### config.mk
export PLATFORM = sky130hd
export DESIGN_NAME = uart_txq_ctrl
export DESIGN_NICKNAME = d
export VERILOG_FILES = /design/src/rtl/txq_pkg.sv /design/src/rtl/txq_mem.sv /design/src/rtl/txq_occ.sv /design/src/rtl/txq_flags.sv /design/src/rtl/uart_txq_ctrl.sv
export SDC_FILE = /design/constraint.sdc
export NUM_CORES = 1
export LEC_CHECK = 0
export ABC_AREA = 1
export ABC_CLOCK_PERIOD_IN_PS = 3490
export CORE_AREA = 2 2 135 170
export CTS_CLUSTER_SIZE = 20
export DETAILED_ROUTE_END_ITERATION = 10
export DIE_AREA = 0 0 137 172
export GPL_ROUTABILITY_DRIVEN = 0
export PLACE_DENSITY = 0.72
export SETUP_SLACK_MARGIN = 0.02
export SLEW_MARGIN = 20
export SYNTH_ARGS = -nofsm -noshare
export SYNTH_HDL_FRONTEND = slang
export SYNTH_SLANG_ARGS = --single-unit
### constraint.sdc
create_clock -name clk -period 3.49 [get_ports clk]
set_input_delay 0.698 -clock clk [delete_from_list [all_inputs] [get_ports clk]]
set_output_delay 0.698 -clock clk [all_outputs]
set_load 0.1 [all_outputs]
### src/rtl/txq_pkg.sv
package txq_pkg;

  localparam logic [3:0] STAT_NONE = 4'h1;
  localparam logic [3:0] STAT_TXE  = 4'h2;

  // Threshold in entries for a 2-bit select, scaled to the queue depth.
  function automatic int unsigned trig_level(input logic [1:0] sel, input int unsigned depth);
    case (sel)
      2'd0:    return depth / 4;
      2'd1:    return depth / 2;
      2'd2:    return (3 * depth) / 4;
      default: return depth - 2;
    endcase
  endfunction

endpackage

### src/rtl/txq_mem.sv
module txq_mem #(
  parameter int DW    = 8,
  parameter int DEPTH = 32,
  parameter int AW    = $clog2(DEPTH)
) (
  input  logic          clk,
  input  logic          we,
  input  logic [AW-1:0] waddr,
  input  logic [DW-1:0] wdata,
  input  logic          re,
  input  logic [AW-1:0] raddr,
  output logic [DW-1:0] rdata
);

  logic [DW-1:0] mem [DEPTH];

  always_ff @(posedge clk) begin
    if (we) mem[waddr] <= wdata;
  end

  always_ff @(posedge clk) begin
    if (re) rdata <= mem[raddr];
  end

endmodule

### src/rtl/txq_occ.sv
module txq_occ #(
  parameter int DEPTH = 32,
  parameter int AW    = $clog2(DEPTH),
  parameter int CW    = $clog2(DEPTH + 1)
) (
  input  logic          clk,
  input  logic          rst,
  input  logic          wr_req,
  input  logic          pop_req,
  output logic          push,
  output logic          pop,
  output logic [AW-1:0] wptr,
  output logic [AW-1:0] rptr,
  output logic [CW-1:0] cnt,
  output logic [CW-1:0] cnt_nxt,
  output logic          ovf
);

  localparam logic [CW-1:0] FULL_CNT = CW'(DEPTH);
  localparam logic [AW-1:0] LAST_IDX = AW'(DEPTH - 1);

  function automatic logic [AW-1:0] bump(input logic [AW-1:0] p);
    return (p == LAST_IDX) ? '0 : p + 1'b1;
  endfunction

  logic full, empty;

  assign full  = (cnt == FULL_CNT);
  assign empty = (cnt == '0);
  assign push  = wr_req && !full;
  assign pop   = pop_req && !empty;

  always_comb begin
    case ({push, pop})
      2'b10:   cnt_nxt = cnt + 1'b1;
      2'b01:   cnt_nxt = cnt - 1'b1;
      default: cnt_nxt = cnt;
    endcase
  end

  always_ff @(posedge clk) begin
    if (rst) begin
      wptr <= '0;
      rptr <= '0;
      cnt  <= '0;
      ovf  <= 1'b0;
    end else begin
      if (push) wptr <= bump(wptr);
      if (pop)  rptr <= bump(rptr);
      cnt <= cnt_nxt;
      if (wr_req && full) ovf <= 1'b1;
    end
  end

endmodule

### src/rtl/txq_flags.sv
module txq_flags #(
  parameter int DEPTH = 32,
  parameter int CW    = $clog2(DEPTH + 1)
) (
  input  logic          clk,
  input  logic          rst,
  input  logic [CW-1:0] cnt,
  input  logic [CW-1:0] cnt_nxt,
  input  logic          dma_mode,
  input  logic          irq_en,
  input  logic [1:0]    trig_sel,
  input  logic          stat_rd,
  output logic          tx_rdy_n,
  output logic          tx_irq
);

  localparam logic [CW-1:0] FULL_CNT = CW'(DEPTH);

  logic [CW-1:0] trig;
  logic          below_nxt, crossing, en_rise, en_q, rdy_n_nxt;

  assign trig      = CW'(txq_pkg::trig_level(trig_sel, DEPTH));
  assign below_nxt = (cnt_nxt < trig);
  assign crossing  = (cnt >= trig) && below_nxt;
  assign en_rise   = irq_en && !en_q;
  assign rdy_n_nxt = dma_mode ? (cnt_nxt == FULL_CNT) : (cnt_nxt != '0);

  always_ff @(posedge clk) begin
    if (rst) begin
      tx_rdy_n <= 1'b0;
      tx_irq   <= 1'b0;
      en_q     <= 1'b0;
    end else begin
      en_q     <= irq_en;
      tx_rdy_n <= rdy_n_nxt;
      if (stat_rd || !irq_en || !below_nxt)
        tx_irq <= 1'b0;
      else if (crossing || en_rise)
        tx_irq <= 1'b1;
    end
  end

endmodule

### src/rtl/uart_txq_ctrl.sv
module uart_txq_ctrl #(
  parameter int DW    = 8,
  parameter int DEPTH = 32,
  localparam int AW   = $clog2(DEPTH),
  localparam int CW   = $clog2(DEPTH + 1)
) (
  input  logic          clk,
  input  logic          rst,
  input  logic          wr_en,
  input  logic [DW-1:0] wr_data,
  input  logic          pop_req,
  output logic [DW-1:0] pop_data,
  output logic          pop_valid,
  input  logic          dma_mode,
  input  logic          irq_en,
  input  logic [1:0]    trig_sel,
  input  logic          stat_rd,
  output logic [3:0]    stat_code,
  output logic          tx_rdy_n,
  output logic          tx_irq,
  output logic          tx_ovf
);

  logic          push, pop;
  logic [AW-1:0] wptr, rptr;
  logic [CW-1:0] occ_cnt, occ_nxt;

  txq_occ #(.DEPTH(DEPTH), .AW(AW), .CW(CW)) u_occ (
    .clk     (clk),
    .rst     (rst),
    .wr_req  (wr_en),
    .pop_req (pop_req),
    .push    (push),
    .pop     (pop),
    .wptr    (wptr),
    .rptr    (rptr),
    .cnt     (occ_cnt),
    .cnt_nxt (occ_nxt),
    .ovf     (tx_ovf)
  );

  txq_mem #(.DW(DW), .DEPTH(DEPTH), .AW(AW)) u_mem (
    .clk   (clk),
    .we    (push),
    .waddr (wptr),
    .wdata (wr_data),
    .re    (pop),
    .raddr (rptr),
    .rdata (pop_data)
  );

  txq_flags #(.DEPTH(DEPTH), .CW(CW)) u_flags (
    .clk      (clk),
    .rst      (rst),
    .cnt      (occ_cnt),
    .cnt_nxt  (occ_nxt),
    .dma_mode (dma_mode),
    .irq_en   (irq_en),
    .trig_sel (trig_sel),
    .stat_rd  (stat_rd),
    .tx_rdy_n (tx_rdy_n),
    .tx_irq   (tx_irq)
  );

  always_ff @(posedge clk) begin
    if (rst) pop_valid <= 1'b0;
    else     pop_valid <= pop;
  end

  assign stat_code = tx_irq ? txq_pkg::STAT_TXE : txq_pkg::STAT_NONE;

endmodule

==> results.cfg <==
[place]
dp_slack_ns = 0.2930
hpwl_mm = 17.00
portBuffers = 30

[grt]
grt_max_degree = 72
antenna_found_initial = 0
grt.overflow.total = 0
grtUsageTotal_pct = 23.53
grt_pass1_wl_mm = 41.84
grt_pass1_vias = 7538

[logic_synthesis]
synth_top_area_cell = edfxtp_1
syn_area_sq_um = 11970
synth.top_cell.area_share_pct = 66.21
synth_edf_count = 264
synth.top_cells.by_area = edfxtp_1 (66%), nand2_1 (11%), nand3_1 (6.6%), dfxtp_1 (3.5%), nor2_1 (2.2%)
ys_warn_count = 0
syn-instance-count = 1079
postSynthAreaPerCell_sq_um = 11.10
ys_seq_area_share_pct = 69.73
ys_top_cells_by_count = nand2_1 (340), edfxtp_1 (264), nand3_1 (159)
yosys.cell_count.top_type = nand2_1
async_flop_share_pct = 0
synthFlopType = edfxtp_1
ys_types = 25
synth-seq-cells = 285

[routing]
wl_per_cell_um = 18.89
vias = 8004
totalWireLength_mm = 27.11
via_per_inst = 5.578
post-route-drc-count = 0
first_pass_iters = 5
drtIter0Drc = 917
ant_nets = 0

[setup_path]
arrival_ns = 3.26
critPathLaunchType = register
slowest_delay_ns = 0.38
cp-end-kind = register
rr_worst_depth = 19
worstSetupPathType = register to register
critPathMaxFanout = 6
worstPathCellList = nor2_1, nand3_1, nand3b_1, nand2_1, inv_1, ha_1, ha_1, inv_1, nand2_1, nand3_1, nand3_1, nand2_1, inv_1, ha_1, nand3_1, nand3_1, a21oi_1, nand2_1, nor2_1
cp_slowest_cell = ha_1
cp.required_ns = 3.95
crit_path_frequent_cell = nand3_1

[clocking]
clkLatencyLatePin_ns = 0.52
cts_tree = built
cts_resized = 0
clockBufferDepth = 3
cts_setup_buffers = 0
ctsHtreeMaxLevel = 1
cts_buffers = 26
cts.sinks = 285
holdBufCountCts = 0
clk_pin_slew_ns = 0.06
cts_root_buf = clkbuf_16

[pwr]
pwr-share-seq_pct = 40.3
leakage_uw = 0.005118
power_density_nw_per_um2 = 739.5
vdd_drop_max_v = 0.0005777
p_int_uw = 6587
combPwrFrac_pct = 30.4
clkPwrFrac_pct = 29.4
switchingPower_uw = 3510
sw_frac_of_total_pct = 34.76

[layout]
drive_gt1_share_pct = 8.160
layout.nets = 1169
insertedDiodeCount = 0
area_delta_synth_final_pct = 14.04

[floorplanning]
die_x_um = 137
ios = 33
die_y_um = 172
die-area_sq_um = 23560
core_sq_um = 21980
start_util_pct = 54.47
rows = 61

[timing]
tns_ns = 0
timing.final.crit_period_ns = 2.795
clock_skew_ns = 0.01106
finalSetupViolations = 0
worstMarginPinSlew_ns = 0.9865
maxSlewHeadroom_pct = 34.03
rsz0062_at_grt = no
setup_ws_ns = 0.6949
slew_violations = 0
hold_viol = 0
post-route-period-util_pct = 80.09
fmax_mhz = 357.8

[outcome]
status = finished, final reports clean

[run]
cap_violations = 0

[worst_hold_path]
min_path_type = register to register
whs_path_depth = 2
[placed cells by master (no fill, tap or decap), types with 5 or more instances in the layout]
| master | n |
|---|---|
| inv_1 | 42 |
| o31ai_1 | 8 |
| clkdlybuf4s50_1 | 29 |
| clkinv_1 | 5 |
| clkbuf_16 | 27 |
| dfxtp_1 | 19 |
| nor3_1 | 7 |
| a31oi_1 | 7 |
| clkinv_2 | 7 |
| bufinv_16 | 5 |
| a21oi_1 | 43 |
| o21ai_0 | 16 |
| ha_1 | 19 |
| edfxtp_1 | 264 |
| buf_4 | 49 |
| nor2_1 | 69 |
| nand4_1 | 8 |
| clkbuf_1 | 6 |
| nand3_1 | 159 |
| nand2_1 | 340 |
| nand3b_1 | 9 |
[cells by family after synthesis]
logic type | after synthesis | synth area share [%]
AND/OR/NAND/NOR | 593 | 20.80
flip-flops | 285 | 69.73
buffers and inverters | 102 | 3.679
AO/OA/AOI/OAI | 75 | 3.396
adder cells (fa/ha/maj) | 20 | 2.153
XOR/XNOR | 3 | 0.2195
other | 1 | 0.03132
[cell type report]
class	count	area [sq um]
inverter	47	177.7
clock buffer	34	711.9
timing repair buffer	79	678.2
sequential	285	8353
clock inverter	14	191.4
fill	1736	8327
tap	283	354.1
multi-input combinational	693	3188
[through the flow]
stage | hold slack [ns] | util (%) | area [sq um] | power [uW] | std cells
2_1_floorplan | 0.4728 | - | 11980 | 6287 | 1080
3_3_place_gp | 0.4741 | 58.01 | 12750 | 7121 | 1387
3_5_place_dp | 0.4789 | 58.01 | 12750 | 7186 | 1387
4_1_cts | 0.4995 | 62.12 | 13650 | 10140 | 1435
5_1_grt | 0.5242 | 62.12 | 13650 | 10600 | 1435
6_report | 0.4975 | 62.12 | 13650 | 10100 | 1435
[per-layer routing]
| metal | up-vias | GRT usage (%) | part of all wire [%] |
|---|---|---|---|
| li1 | 3849 | - | - |
| met1 | 3805 | 30.81 | 40 |
| met2 | 290 | 38.72 | 49 |
| met3 | 60 | 2.756 | 6.3 |
| met4 | 0 | 12.33 | 5.3 |
| met5 | - | 0 | 0 |
[registers in the layout (all words and copies together), names as in the netlist]
name / flops
u_mem.mem: 256
u_mem.rdata: 8
u_occ.cnt: 6
u_occ.rptr: 5
u_occ.wptr: 5
pop_valid: 1
u_flags.en_q: 1
u_flags.tx_irq: 1
u_flags.tx_rdy_n: 1
u_occ.ovf: 1
[worst max-delay path: cells and delay by family, from the launching register on]
| kind | cells | cell delay (ns) |
|---|---|---|
| fa+ha+maj | 3 | 0.95 |
| compound gates | 1 | 0.13 |
| buf+inv | 3 | 0.20 |
| simple gates | 12 | 1.11 |
| flops | 1 | 0.35 |
[path summary, 6_finish.rpt]
kind	startpoint	end	slack [ns]
worst max-delay path	u_occ.cnt[2]	u_flags.tx_irq	0.69
worst min-delay path	u_occ.rptr[2]	u_occ.rptr[2]	0.50
worst max register to register	u_occ.cnt[2]	u_flags.tx_irq	0.69
worst min register to register	u_occ.rptr[2]	u_occ.rptr[2]	0.50
[power by group through the flow]
stage	combinational (uW)	sequential, uW	clock (uW)
2_1_floorplan	1770	4510	0
3_3_place_gp	2990	4130	0
3_5_place_dp	3050	4140	0
4_1_cts	3060	4070	3010
5_1_grt	3380	4090	3140
6_report	3070	4070	2970
Power figures use the tool's default switching activity.
